--- src/rtl/sect_regfile.sv ---
module sect_regfile #(
  parameter int AW = 8,
  parameter int CW = 4
) (
  input  logic          clk,
  input  logic          rst_n,
  input  logic          start_i,
  input  logic          rd_i,
  input  logic          addr_vld_i,
  input  logic [AW-1:0] addr_i,
  input  logic          wr_vld_i,
  input  logic [7:0]    wr_data_i,
  input  logic          rd_req_i,
  input  logic          stop_i,
  input  logic [63:0]   time_i,
  input  logic [3:0]    stat_i,
  output logic          rd_vld_o,
  output logic [7:0]    rd_data_o,
  output logic          commit_o,
  output logic [2:0]    commit_sec_o,
  output logic [AW-1:0] commit_addr_o,
  output logic [CW-1:0] commit_cnt_o,
  output logic [63:0]   clk_wdata_o,
  output logic [7:0]    clk_wmask_o
);

  localparam int NB = 8;

  typedef enum logic [1:0] {ST_IDLE, ST_WR, ST_RD, ST_DEAD} state_t;
  typedef enum logic [2:0] {
    S_A0 = 3'd0, S_A1 = 3'd1, S_CTL = 3'd2, S_CLK = 3'd3, S_STS = 3'd4, S_NONE = 3'd7
  } sec_t;

  function automatic sec_t sec_of(input logic [AW-1:0] a);
    if (a[AW-1:6] != '0) return S_NONE;
    case (a[5:3])
      3'd0:    return S_A0;
      3'd1:    return S_A1;
      3'd2:    return a[2] ? S_NONE : S_CTL;
      3'd6:    return S_CLK;
      3'd7:    return (a[2:0] == 3'd7) ? S_STS : S_NONE;
      default: return S_NONE;
    endcase
  endfunction

  function automatic logic [AW-1:0] next_ptr(input logic [AW-1:0] a);
    case (sec_of(a))
      S_A0, S_A1, S_CLK: return {a[AW-1:3], a[2:0] + 3'd1};
      S_CTL:             return {a[AW-1:2], a[1:0] + 2'd1};
      S_STS:             return a;
      default:           return a + 1'b1;
    endcase
  endfunction

  state_t        state;
  logic [AW-1:0] ptr, wfirst;
  logic [CW-1:0] cnt;
  logic [7:0]    al0 [NB];
  logic [7:0]    al1 [NB];
  logic [7:0]    ctl [4];
  logic [7:0]    wbuf [NB];
  logic [NB-1:0] wmask;
  logic [63:0]   snap;
  logic          rwel, wel;
  logic [7:0]    rbyte;

  sec_t psec, wsec;
  assign psec = sec_of(ptr);
  assign wsec = sec_of(wfirst);

  wire gate_open = (cnt != '0) && (wsec == S_STS || rwel);
  wire do_commit = (state == ST_WR) && stop_i && !start_i && gate_open;
  wire cnt_max   = (cnt == {CW{1'b1}});

  always_comb begin
    case (psec)
      S_A0:    rbyte = al0[ptr[2:0]];
      S_A1:    rbyte = al1[ptr[2:0]];
      S_CTL:   rbyte = ctl[ptr[1:0]];
      S_CLK:   rbyte = snap[{ptr[2:0], 3'b000} +: 8];
      S_STS:   rbyte = {stat_i[3], stat_i[2], stat_i[1], 2'b00, rwel, wel, stat_i[0]};
      default: rbyte = 8'h00;
    endcase
  end

  always_ff @(posedge clk or negedge rst_n) begin
    if (!rst_n) begin
      state <= ST_IDLE;
      ptr <= '0;
      wfirst <= '0;
      cnt <= '0;
      wmask <= '0;
      snap <= '0;
      rd_vld_o <= 1'b0;
      rd_data_o <= '0;
      for (int i = 0; i < NB; i++) begin
        wbuf[i] <= '0;
        al0[i] <= '0;
        al1[i] <= '0;
      end
      for (int i = 0; i < 4; i++) ctl[i] <= '0;
    end else begin
      rd_vld_o <= 1'b0;
      if (start_i) begin
        state <= rd_i ? ST_RD : ST_WR;
        cnt <= '0;
        wmask <= '0;
        if (rd_i) snap <= time_i;
      end else if (stop_i) begin
        state <= ST_IDLE;
        cnt <= '0;
        wmask <= '0;
        if (do_commit) begin
          for (int i = 0; i < NB; i++) begin
            if (wmask[i] && wsec == S_A0) al0[i] <= wbuf[i];
            if (wmask[i] && wsec == S_A1) al1[i] <= wbuf[i];
          end
          for (int i = 0; i < 4; i++)
            if (wmask[i] && wsec == S_CTL) ctl[i] <= wbuf[i];
        end
      end else if (state == ST_WR && addr_vld_i) begin
        ptr <= addr_i;
      end else if (state == ST_WR && wr_vld_i) begin
        ptr <= next_ptr(ptr);
        if (psec == S_STS && cnt != '0) begin
          state <= ST_DEAD;
          cnt <= '0;
          wmask <= '0;
        end else if (psec != S_NONE) begin
          wbuf[ptr[2:0]] <= wr_data_i;
          wmask[ptr[2:0]] <= 1'b1;
          if (cnt == '0) wfirst <= ptr;
          if (!cnt_max) cnt <= cnt + 1'b1;
        end
      end else if (state == ST_RD && rd_req_i) begin
        if (psec == S_STS && cnt != '0) begin
          state <= ST_DEAD;
        end else begin
          rd_vld_o <= 1'b1;
          rd_data_o <= rbyte;
          ptr <= next_ptr(ptr);
          if (!cnt_max) cnt <= cnt + 1'b1;
        end
      end
    end
  end

  always_ff @(posedge clk or negedge rst_n) begin
    if (!rst_n) begin
      rwel <= 1'b0;
      wel <= 1'b0;
    end else if (do_commit && wsec == S_STS) begin
      rwel <= wbuf[7][2];
      wel <= wbuf[7][1];
    end
  end

  always_ff @(posedge clk or negedge rst_n) begin
    if (!rst_n) begin
      commit_o <= 1'b0;
      commit_sec_o <= '0;
      commit_addr_o <= '0;
      commit_cnt_o <= '0;
      clk_wdata_o <= '0;
      clk_wmask_o <= '0;
    end else begin
      commit_o <= do_commit;
      clk_wmask_o <= '0;
      if (do_commit) begin
        commit_sec_o <= wsec;
        commit_addr_o <= wfirst;
        commit_cnt_o <= cnt;
        if (wsec == S_CLK) clk_wmask_o <= wmask;
        for (int i = 0; i < NB; i++) clk_wdata_o[8*i +: 8] <= wbuf[i];
      end
    end
  end

  AST_COMMIT_ONE_CYCLE: assert property (@(posedge clk) disable iff (!rst_n)
    commit_o |=> !commit_o);
  AST_COMMIT_AFTER_STOP: assert property (@(posedge clk) disable iff (!rst_n)
    commit_o |-> $past(stop_i));
  AST_COMMIT_GATED: assert property (@(posedge clk) disable iff (!rst_n)
    (commit_o && commit_sec_o != S_STS) |-> $past(rwel));
  AST_BURST_IN_SECTION: assert property (@(posedge clk) disable iff (!rst_n)
    (state == ST_RD && rd_req_i && !start_i && psec != S_NONE) |=> (psec == $past(psec)));
  AST_UNDEF_READS_ZERO: assert property (@(posedge clk) disable iff (!rst_n)
    (rd_vld_o && $past(psec) == S_NONE) |-> (rd_data_o == 8'h00));
  AST_DEAD_NO_DATA: assert property (@(posedge clk) disable iff (!rst_n)
    (state == ST_DEAD) |-> !commit_o);
  AST_CLK_MASK_ONLY_ON_COMMIT: assert property (@(posedge clk) disable iff (!rst_n)
    (clk_wmask_o != '0) |-> (commit_o && commit_sec_o == S_CLK));

endmodule

--- config.mk ---
export PLATFORM = sky130hd
export DESIGN_NAME = sect_regfile
export DESIGN_NICKNAME = d
export VERILOG_FILES = /design/src/rtl/sect_regfile.sv
export SDC_FILE = /design/constraint.sdc
export NUM_CORES = 1
export LEC_CHECK = 0
export BUFFER_PORTS_ARGS = -buffer_cell sky130_fd_sc_hd__buf_2
export CAP_MARGIN = 10
export CORE_MARGIN = 4
export CORE_UTILIZATION = 50
export DETAILED_ROUTE_END_ITERATION = 10
export PLACE_DENSITY = 0.71
export SETUP_SLACK_MARGIN = 0.1
export SLEW_MARGIN = 20
export SYNTH_ARGS = -nofsm -noshare
export SYNTH_HDL_FRONTEND = slang
export SYNTH_SLANG_ARGS = --single-unit
--- constraint.sdc ---
create_clock -name clk -period 6.1 [get_ports clk]
set_input_delay 0.305 -clock clk [delete_from_list [all_inputs] [get_ports clk]]
set_output_delay 0.305 -clock clk [all_outputs]
set_load 0.01 [all_outputs]
After elaboration in Yosys (flattened, before gate mapping)
Index checks and enable logic that the tools add are counted.
{"block": "word_totals", "reg_bits": 417, "latch_bits": 0, "ramBits": 0, "mem_bits_ro": 0, "in_bits": 92, "output_inout_bits": 97, "wordCells": 268, "memories": 0}
{"block": "classes", "addsub": 4, "n_mul": 0, "n_div": 0, "n_lt_le_gt_ge": 5, "n_eq_ne": 40, "n_shift": 1, "n_mux": 85, "n_bitwise": 8, "n_reduce_logical": 79}
{"operator": "2-to-1 mux 8 bit", "n": 19}
{"operator": "AND reduction 4 bit", "n": 21}
{"operator": "bitwise mux 64 bit", "n": 1}
{"operator": "indexed part select 64 x 7 -> 8 bit", "n": 1}
{"operator": "2-to-1 mux 3 bit", "n": 18}
{"operator": "binary-select mux 8 bit (select 3 bit)", "n": 2}
{"operator": "case mux 8 bit (3 select lines)", "n": 2}
{"operator": "case mux 8 bit (5 select lines)", "n": 1}
{"operator": "2-to-1 mux 4 bit", "n": 9}
{"operator": "logical AND 1 bit", "n": 31}
{"operator": "== test 3 x 2 -> 1 bit, second input constant", "n": 10}
{"operator": "== test 3 bit, second input constant", "n": 10}
{"operator": "case mux 3 bit (5 select lines)", "n": 2}
{"operator": "inequality test 3 bit, second input constant", "n": 9}
{"operator": "demux 8 bit (select 3 bit)", "n": 1}
{"operator": "2-to-1 mux 1 bit", "n": 19}
{"operator": "== test 3 x 1 -> 1 bit, second input constant", "n": 6}
{"operator": "logical NOT 3 bit", "n": 6}
{"operator": "2-to-1 mux 2 bit", "n": 9}
{"operator": "AND reduction 6 bit", "n": 3}
{"operator": "binary-select mux 8 bit (select 2 bit)", "n": 1}
{"operator": "nonzero test 4 bit", "n": 3}
{"operator": "AND reduction 10 bit", "n": 1}
{"operator": "adder 8 x 1 -> 8 bit, second input constant", "n": 1}
{"operator": "28 further kinds", "n": 36}

Longest topological paths before layout
Gate-level depths: netlist of the first run.
{"block": "logic_depth", "ltp_word": 26, "depth_mapped": 11, "depth_no_buf": 8}

Least setup slack after synthesis of the first run
Ideal clock, no wire load.
{"block": "synth_timing", "path_type": "register -> register", "start": "register cnt[0]", "end": "register clk_wdata_o[10]", "setup_time_ps": 125, "arrival_time_ps": 2295, "path_slack_ps": 3680, "path_stages_with_launch": 11, "path_buffers": 4, "period_less_slack_ps": 2420, "cell_sequence": "dfrtp_1 -> inv_1 -> ha_1 -> nor3b_2 -> nor4b_2 -> buf_2 -> o21a_1 -> buf_2 -> buf_2 -> buf_2 -> mux2_2"}
{"block": "synth_via", "elab_chain_len": 3}
{"element": "start, declared", "line_no": "57", "rtl": "logic [CW-1:0] cnt;"}
{"element": "start signal, assigned", "line_no": "133", "rtl": "if (!cnt_max) cnt <= cnt + 1'b1;"}
{"element": "start signal, assigned", "line_no": "142", "rtl": "if (!cnt_max) cnt <= cnt + 1'b1;"}
{"element": "nonzero test 4 bit", "line_no": "71", "rtl": "wire gate_open = (cnt != '0) && (wsec == S_STS || rwel);"}
{"element": "logical AND 1 bit", "line_no": "71"}
{"element": "logical AND 1 bit", "line_no": "72", "rtl": "wire do_commit = (state == ST_WR) && stop_i && !start_i && gate_open;"}
{"element": "end signal, assigned", "line_no": "164", "rtl": "clk_wdata_o <= '0;"}
{"element": "end, declared", "line_no": "23", "rtl": "output logic [63:0] clk_wdata_o,"}
Every way passes these cells.
A chain may end at the register's enable or synchronous reset.

Final worst setup path of the first run
{"block": "layout_timing", "start": "register cnt[0]", "end": "register ctl[21] in the netlist's numbering"}
{"block": "layout_via", "elab_chain_len": 4}
{"element": "nonzero test 4 bit", "line_no": "71"}
{"element": "logical AND 1 bit", "line_no": "71"}
{"element": "logical AND 1 bit", "line_no": "72"}
{"element": "AND reduction 4 bit (no line)"}
{"element": "end signal, assigned by index", "line_no": "119", "rtl": "if (wmask[i] && wsec == S_CTL) ctl[i] <= wbuf[i];"}
{"element": "end, declared", "line_no": "60", "rtl": "logic [7:0] ctl [4];"}
Every way passes these cells.

==> impl_metrics.json, run 1 <==
{
  "rsz0062_at_grt": "false",
  "seqPwrFrac_pct": 44.4,
  "cts.reportedPaths.clkPinSlew_ps": 60,
  "grt_pass1_vias": 12620,
  "worst_pin_slew_ps": 1191,
  "report.final.hold_viol_count": 0,
  "skew_ps": 14.94,
  "gp_congestion": 0.9439,
  "fill_cells": 2833,
  "io_buffers": 188,
  "critical_path_class": "reg -> reg",
  "hold_slack_ps": 17.41,
  "post-dp-hpwl_mm": 35.79,
  "drc": 0,
  "syn_inst": 1308,
  "synth_cell_types": 66,
  "drt_iter0_markers": 901,
  "power_frac_clock_pct": 37.2,
  "finalCritPeriodShare_pct": 62.57,
  "ios": 189,
  "cp_max_fo": 11,
  "power.share.combinational_pct": 18.3,
  "async_flop_share_pct": 100.0,
  "yosys_warnings": 0,
  "cts_buffers": 44,
  "die_h_um": 198.3,
  "yosys_register_bits": 417,
  "ant_nets": 0,
  "irDropWorstVdd_uv": 203.5,
  "die_w_um": 198.3,
  "fmax_mhz": 262.0,
  "clk_latency_ps": 550,
  "swShare_pct": 29.85,
  "finalWirelength_mm": 51.79,
  "grt_pass1_wl_mm": 77.98,
  "netlist.area_leader.share_pct": 57.65,
  "setup_viol": 0,
  "h-tree-depth": 2,
  "fin_setup_tns_ps": 0,
  "ctsResizeCount": 0,
  "worstPathArrival_ps": 4240,
  "drt-wirelength-per-cell_um": 25.51,
  "fp.dieArea_mm2": 0.03931,
  "yosys.area.top_type": "dfrtp_1",
  "cts_sinks": 417,
  "switchingPower_uw": 2124,
  "synth_flop_cell": "dfrtp_1",
  "maxSlewHeadroom_pct": 20.29,
  "layout-drive-gt1-share_pct": 44.39,
  "required_ps": 6520,
  "synth_area_leaders": "dfrtp_1 (58%), mux2_2 (24%), mux4_2 (1.7%), mux2i_1 (1.3%), nand2_1 (1.0%)",
  "p_int_uw": 4992,
  "via_count": 12120,
  "crit_top_cell": "nor4b_2",
  "syn_area_mm2": 0.01810,
  "worstHoldPathType": "in -> reg",
  "period_minus_slack_ps": 3817,
  "cp_slowest_cell": "nor4b_2",
  "layout_commonest_cell": "dfrtp_1",
  "area.growth.synth_to_final_pct": 18.39,
  "powerDensity_mw_per_mm2": 332.1,
  "clock_path_buffers": 3,
  "cp-end-kind": "register",
  "synth_nets": 1404,
  "antenna_found_initial": 3,
  "grt_overflow": 0,
  "path_cells": "inv_1, ha_1, nor3b_2, nor4b_2, a21oi_1, nor4b_2, nor2b_1, mux2_2",
  "grt_max_degree": 188,
  "clockRootBuffer": "clkbuf_16",
  "cpPeakStageDelay_ps": 920,
  "final_nets": 1636,
  "layout_common_cells": "dfrtp_1 (414), mux2_2 (387), buf_2 (187)",
  "ys_seq_area_share_pct": 57.65,
  "fp-row-count": 69,
  "syn_area_per_cell_um2": 13.84,
  "synth_enable_flop_cells": 0,
  "dr.pass1.iters": 5,
  "cts_tree": "done",
  "start_kind": "register",
  "slew_violations": 0,
  "outcome": "finished clean",
  "core-area_mm2": 0.03566,
  "total_leakage_power_uw": 0.01053,
  "drv_cap": 0,
  "globalRouteTotalUtil_pct": 26.10,
  "via_per_inst": 5.970,
  "start_util_pct": 50.76
}
-- what timing repair did --
action | CTS | global route
hold buffers | 57 | 0
buffers inserted | 0 | 0
endpoints found under the setup margin | 0 | 0
hold endpoints to repair | 120 | 0
-- metrics by stage --
stage	power, uW	instances	util [%]	instance area [um2]	setup WS (ps)
floorplan	3925	1308	-	18100	3680
global placement	4437	1898	54.50	19430	2479
detailed placement	4456	1898	54.50	19430	2347
CTS	7131	2029	60.09	21430	2329
global route	7368	2029	60.09	21430	2070
finish	7116	2030	60.10	21430	2283
-- routing by layer --
layer	track usage (%)	share of wire, %	vias to the layer above
met3	5.275	6.7	95
met5	0	0	-
li1	-	-	5277
met1	37.23	44	6315
met2	41.00	47	432
met4	7.702	2.8	0
-- final timing paths --
| path | startpoint | endpoint | slack (ps) | depth (start not counted) |
|---|---|---|---|---|
| max | cnt[0] | ctl[21] | 2280 | 8 |
| min | addr_i[6] | ptr[6] | 20 | 3 |
| max reg2reg | cnt[0] | ctl[21] | 2280 | 8 |
| min reg2reg | rd_data_o[2] | rd_data_o[2] | 500 | 2 |
| max in group asynchronous | rst_n | clk_wdata_o[25] | 4410 | 3 |
| min in group asynchronous | rst_n | commit_addr_o[1] | 310 | 2 |
-- power by group through the flow --
| stage | logic, uW | registers (uW) | clock network (uW) |
|---|---|---|---|
| 3_5_place_dp | 1250 | 3210 | 0 |
| 4_1_cts | 1280 | 3160 | 2690 |
| 5_1_grt | 1390 | 3180 | 2790 |
| 3_3_place_gp | 1240 | 3200 | 0 |
| 2_1_floorplan | 883 | 3040 | 0 |
| 6_report | 1310 | 3160 | 2650 |
-- registers in the layout (all words and copies together), names as in the netlist, 8 cells and up --
register and cells:
rd_data_o 8, commit_addr_o 8, clk_wmask_o 8, ptr 8, wbuf 64, wmask 8
ctl 32, al1 64, al0 64, snap 64, clk_wdata_o 64, wfirst 8
-- synthesized netlist by cell type (8+ instances only) --
cell	n
nor2_1	39
mux4_2	14
and2_1	12
buf_2	34
a31oi_1	8
or2_2	8
a21oi_1	31
mux2_2	387
clkbuf_1	27
dfrtp_1	417
and3_1	11
mux2i_1	23
nand2b_1	14
nand2_1	49
nand3_1	16
o21ai_0	35
o22ai_1	24
o221ai_1	11
nor2b_1	9
inv_1	9
nor3_1	10
a211oi_1	11
-- logic make-up after synthesis --
family | synth area share [%]
AND/OR/NAND/NOR | 6.277
adder cells (fa/ha/maj) | 0.2765
AO/OA/AOI/OAI | 6.623
multiplexers | 27.34
flip-flops | 57.65
buffers and inverters | 1.832
-- area by class of cell --
type / instances / area, um2 / share of cell area, %
flip-flops and latches: 417 / 10440 / 48.72
multi-input cells: 815 / 7343 / 34.27
repair buffers: 253 / 1607 / 7.497
clock buffers: 66 / 1335 / 6.230
well taps: 461 / 576.8 / 2.692
clock inverters: 8 / 90.09 / 0.4204
inverters: 9 / 33.78 / 0.1576
diodes: 1 / 2.502 / 0.01168
-- worst max-delay path, delay by kind of cell (launching register included) --
kind / cells / cell delay [ps]
and+or+nand+nor: 4 / 2310
adders and majority gates: 1 / 190
buffers and inverters: 1 / 70
DFF: 1 / 450
AOI/OAI and AO/OA: 1 / 240
muxes: 1 / 420
Note: power is estimated with default switching activity, not from simulation.
==> run 2: changes to the inputs <==
--- a/config.mk
+++ b/config.mk
@@ -10,7 +10,7 @@
 export CORE_MARGIN = 4
 export CORE_UTILIZATION = 50
 export DETAILED_ROUTE_END_ITERATION = 10
-export PLACE_DENSITY = 0.71
+export PLACE_DENSITY = 0.74
 export SETUP_SLACK_MARGIN = 0.1
 export SLEW_MARGIN = 20
 export SYNTH_ARGS = -nofsm -noshare
==> constraint.sdc (replaced) <==
create_clock -name clk -period 3.5 [get_ports clk]
set_input_delay 0.175 -clock clk [delete_from_list [all_inputs] [get_ports clk]]
set_output_delay 0.175 -clock clk [all_outputs]
set_load 0.01 [all_outputs]
==> run 2 against run 1 <==
  * Count of clock-buffer cells in the layout grew 3
  * Sequential cell count is the same
  * Power grew 77%
  * Maximum frequency grew 27%
  * Clock skew grew 5.9 ps
  * Critical path type unchanged
  * Via count grew 2.6%
  * Utilization grew 1.4 points
  * Setup slack lost 1800 ps
  * Global-route usage grew 0.84 points
==> impl_metrics.json, run 2 (synthesis results as in run 1) <==
{
  "fill_cells": 2734,
  "wl_met2_mm": 24.93,
  "post-dp-hpwl_mm": 36.31,
  "die_w_um": 198.3,
  "via_count": 12440,
  "cts_tree": "done",
  "wl_met3_mm": 4.094,
  "outcome": "finished clean",
  "clk_latency_ps": 560,
  "finalCritPeriodShare_pct": 86.07,
  "fp.dieArea_mm2": 0.03931,
  "cts_setup_buffers": 0,
  "hold_slack_ps": 82.67,
  "cts.reportedPaths.clkPinSlew_ps": 60,
  "cts_buffers": 45,
  "cp-end-kind": "register",
  "drt-wirelength-per-cell_um": 25.55,
  "drc": 0,
  "drt_iter0_markers": 867,
  "globalRouteTotalUtil_pct": 26.93,
  "highest_layer": "met4",
  "layout_common_cells": "dfrtp_1 (414), mux2_2 (387), buf_2 (187)",
  "critical_path_class": "reg -> reg",
  "via_per_inst": 5.979,
  "fmax_mhz": 332.0,
  "total_leakage_power_uw": 0.01077,
  "start_kind": "register",
  "timing.rr.end": "ctl[19]",
  "cts_sinks": 417,
  "hp-start": "start_i",
  "report.final.hold_viol_count": 0,
  "slew_violations": 0,
  "powerDensity_mw_per_mm2": 575.0,
  "skew_ps": 20.88,
  "layout-drive-gt1-share_pct": 44.75,
  "r2r_start": "cnt[0]",
  "area.growth.synth_to_final_pct": 21.12,
  "seq_area_mm2": 0.01044,
  "die_h_um": 198.3,
  "worstPathArrival_ps": 3450,
  "layout_commonest_cell": "dfrtp_1",
  "grt_overflow": 0,
  "gp_congestion": 0.9513,
  "clockRootBuffer": "clkbuf_16",
  "ios": 189,
  "final_nets": 1678,
  "grt_max_degree": 122,
  "maxSlewHeadroom_pct": 46.39,
  "hold_end": "snap[37]",
  "antenna_found_initial": 2,
  "cp_max_fo": 8,
  "h-tree-depth": 2,
  "power_uw": 12600,
  "required_ps": 3930,
  "worst_pin_slew_ps": 804.2,
  "clock_path_buffers": 3,
  "ant_nets": 0,
  "dr.pass1.iters": 6,
  "irDropWorstVdd_uv": 340.0,
  "reg2reg_depth": 9,
  "setup_viol": 0,
  "r2r_setup_slack_ps": 490,
  "drv_cap": 0,
  "fin_util_pct": 61.48,
  "hold_depth": 3,
  "period_minus_slack_ps": 3012,
  "grt_pass1_vias": 12990,
  "worstHoldPathType": "in -> reg",
  "finalWirelength_mm": 53.14,
  "multi_input_area_mm2": 0.007343,
  "grt_pass1_wl_mm": 80.71,
  "start_util_pct": 50.76,
  "fin_setup_tns_ps": 0,
  "io_buffers": 188,
  "rsz0062_at_grt": "false",
  "fp-row-count": 69,
  "core-area_mm2": 0.03566,
  "wl_met1_mm": 22.81
}
## run 2: report_power, final
part	internal, uW	switching (uW)
Combinational	957	1490
Sequential	5080	325
Clock	2800	1960
## run 2: area by class of cell
type                    count  share of cell area, %
well taps                 461                  2.631
repair buffers            294                  9.246
flip-flops and latches    417                  47.63
clock inverters            14                 0.5422
inverters                   9                 0.1541
clock buffers              69                  6.290
diodes                      1                0.01141
multi-input cells         815                  33.50
## run 2: critical path: stages (launching register included)
cell	delay [ps]
dfrtp_1	450
inv_1	70
ha_1	190
nor3b_2	180
nor4b_2	410
a21oi_1	180
nor4b_2	620
nor2b_1	230
buf_4	200
mux2_2	350
## run 2: metal layers
layer  up-vias  global-route usage [%]
met1      6472                   38.44
li1       5391                       -
met5         -                       0
met3        93                   5.377
met4         0                   7.014
met2       481                   42.79
## run 2: worst max-delay path by stage
stage	from	end	slack, ps	cells after the start
2_1_floorplan	cnt[0]	clk_wdata_o[10]	1080	10
5_1_grt	cnt[0]	ctl[30]	300	9
3_3_place_gp	cnt[0]	ctl[25]	660	9
3_5_place_dp	cnt[0]	al0[44]	600	8
4_1_cts	cnt[0]	ctl[12]	530	9
6_report	cnt[0]	ctl[19]	490	9
## run 2: through the flow
step | std cells | cell area, um2 | setup WS [ps]
floorplan | 1308 | 18100 | 1080
global placement | 1919 | 19650 | 662.2
detailed placement | 1919 | 19650 | 596.4
CTS | 2079 | 21920 | 534.4
global route | 2080 | 21920 | 295.9
finish | 2080 | 21920 | 487.6
## run 2: repair_timing
action,CTS,global route
hold buffers,77,0
hold endpoints to repair,153,0
resized for setup,0,0
==> run 3: changes to the inputs <==
--- a/config.mk
+++ b/config.mk
@@ -10,8 +10,7 @@
 export CORE_MARGIN = 4
 export CORE_UTILIZATION = 50
 export DETAILED_ROUTE_END_ITERATION = 10
-export PLACE_DENSITY = 0.74
-export SETUP_SLACK_MARGIN = 0.1
+export PLACE_DENSITY = 0.71
 export SLEW_MARGIN = 20
 export SYNTH_ARGS = -nofsm -noshare
 export SYNTH_HDL_FRONTEND = slang
==> constraint.sdc (replaced) <==
create_clock -name clk -period 2.8 [get_ports clk]
set_input_delay 0.14 -clock clk [delete_from_list [all_inputs] [get_ports clk]]
set_output_delay 0.14 -clock clk [all_outputs]
set_load 0.01 [all_outputs]
==> run 3 against run 2 <==
  * Final cell count increased by 1.0%
  * Sequential share of layout area decreased by 0.21 points
  * Sequential power increased by 24%
  * Critical path depth decreased by 1
  * Design area increased by 0.43%
  * Setup slack got worse by 300 ps
  * Largest cell class unchanged
  * Largest power group unchanged
==> impl_metrics.json, run 3 (synthesis results as in run 1) <==
{
  "outcome": "finished clean",
  "io_buffers": 188,
  "clk_latency_ps": 570,
  "final_nets": 1710,
  "globalRouteTotalUtil_pct": 27.47,
  "fp.dieArea_mm2": 0.03931,
  "finalCritPeriodShare_pct": 93.44,
  "worst_pin_slew_ps": 735.7,
  "path_cells": "inv_1, ha_1, nor3b_2, nor4b_2, buf_4, o21a_4, and3_1, mux2_2",
  "cp-end-kind": "register",
  "maxSlewHeadroom_pct": 50.95,
  "dr.pass1.iters": 5,
  "fmax_mhz": 382.2,
  "layout_common_cells": "dfrtp_1 (414), mux2_2 (387), buf_2 (187)",
  "h-tree-depth": 2,
  "clock_path_buffers": 3,
  "dp_cells": 1953,
  "required_ps": 3240,
  "report.final.hold_viol_count": 0,
  "worstHoldPathType": "in -> reg",
  "powerDensity_mw_per_mm2": 703.6,
  "die_h_um": 198.3,
  "worstPathArrival_ps": 3060,
  "grt_overflow": 0,
  "grt_max_degree": 78,
  "layout_commonest_cell": "dfrtp_1",
  "cts_sinks": 417,
  "cts_tree": "done",
  "slew_violations": 0,
  "total_leakage_power_uw": 0.01087,
  "diodes": 0,
  "grt_pass1_vias": 12980,
  "skew_ps": 12.77,
  "ios": 189,
  "crit_buf_inv": 2,
  "cts_buffers": 44,
  "finalWirelength_mm": 53.90,
  "drt-wirelength-per-cell_um": 25.65,
  "drc": 0,
  "gp_congestion": 0.9439,
  "fin_setup_tns_ps": 0,
  "setup_viol": 0,
  "layout-drive-gt1-share_pct": 45.73,
  "critical_path_class": "reg -> reg",
  "grt_pass1_wl_mm": 81.24,
  "cts_setup_buffers": 0,
  "die_w_um": 198.3,
  "cts.reportedPaths.clkPinSlew_ps": 60,
  "start_kind": "register",
  "clockRootBuffer": "clkbuf_16",
  "cp_max_fo": 10,
  "start_util_pct": 50.76,
  "rsz0062_at_grt": "false",
  "irDropWorstVdd_uv": 441.2,
  "period_minus_slack_ps": 2616,
  "fp-row-count": 69,
  "drv_cap": 0,
  "area.growth.synth_to_final_pct": 21.64,
  "cp_top_family": "simple AND/OR/NAND/NOR gates",
  "layoutNonFillerInstCount": 2101,
  "cp_slowest_cell": "and3_1",
  "post-dp-hpwl_mm": 37.62,
  "via_per_inst": 5.899,
  "via_count": 12390,
  "drt_iter0_markers": 783,
  "cpPeakStageDelay_ps": 470,
  "ant_nets": 0,
  "core-area_mm2": 0.03566,
  "antenna_found_initial": 1
}
run 3: stage by stage:
stage | instance area, um2 | util [%] | hold slack, ps | total power (uW) | setup slack [ps]
after detailed placement | 19920 | 55.87 | 185.3 | 9941 | 72.36
final | 22020 | 61.75 | 33.81 | 15490 | 183.6
after global placement | 19920 | 55.87 | 182.7 | 9901 | 80.61
after CTS | 22010 | 61.74 | 11.43 | 15540 | 45.18
after floorplan | 18100 | - | -155.6 | 8551 | 379.9
after global routing | 22020 | 61.75 | 56.43 | 16080 | 21.98
run 3: timing repair:
item / CTS / global route
hold endpoints to repair: 142 / 0
hold buffers: 76 / 0
endpoints found under the setup margin: 0 / 1
resized for setup: 0 / 1
run 3: cell type report:
| cell class | instances | area [um2] |
|---|---|---|
| Multi-Input combinational cell | 815 | 7346 |
| Sequential cell | 417 | 10440 |
| Inverter | 9 | 33.78 |
| Timing Repair Buffer | 327 | 2285 |
| Tap cell | 461 | 576.8 |
| Clock buffer | 58 | 1225 |
| Fill cell | 2729 | 13640 |
| Clock inverter | 14 | 110.1 |
run 3: power by group:
group          leakage (uW)  switching, uW  internal (uW)  total [uW]
registers           0.00565            370           6350        6720
logic               0.00455           1990           1280        3270
clock network      0.000667           2350           3150        5500
run 3: final timing paths:
path	depth (start not counted)	end	start	slack [ps]
max	8	al0[1]	cnt[1]	180
min	3	state[1]	start_i	30
max reg2reg	8	al0[1]	cnt[1]	180
min reg2reg	2	rd_data_o[0]	rd_data_o[0]	480
max in group asynchronous	3	snap[2]	rst_n	1780
min in group asynchronous	2	commit_addr_o[5]	rst_n	160
run 3: worst reg2reg max path, cell delays in order (launching register included):
cell and delay [ps]:
dfrtp_1 400, inv_1 80, ha_1 180, nor3b_2 160, nor4b_2 360, buf_4 240
o21a_4 190, and3_1 470, mux2_2 400
run 3: routing by layer:
metal	vias up	global-route usage (%)	part of all wire (%)
met2	423	44.01	47
met5	-	0	0.037
met3	87	5.479	7.0
met1	6442	38.48	43
met4	2	8.034	2.7
li1	5439	-	-
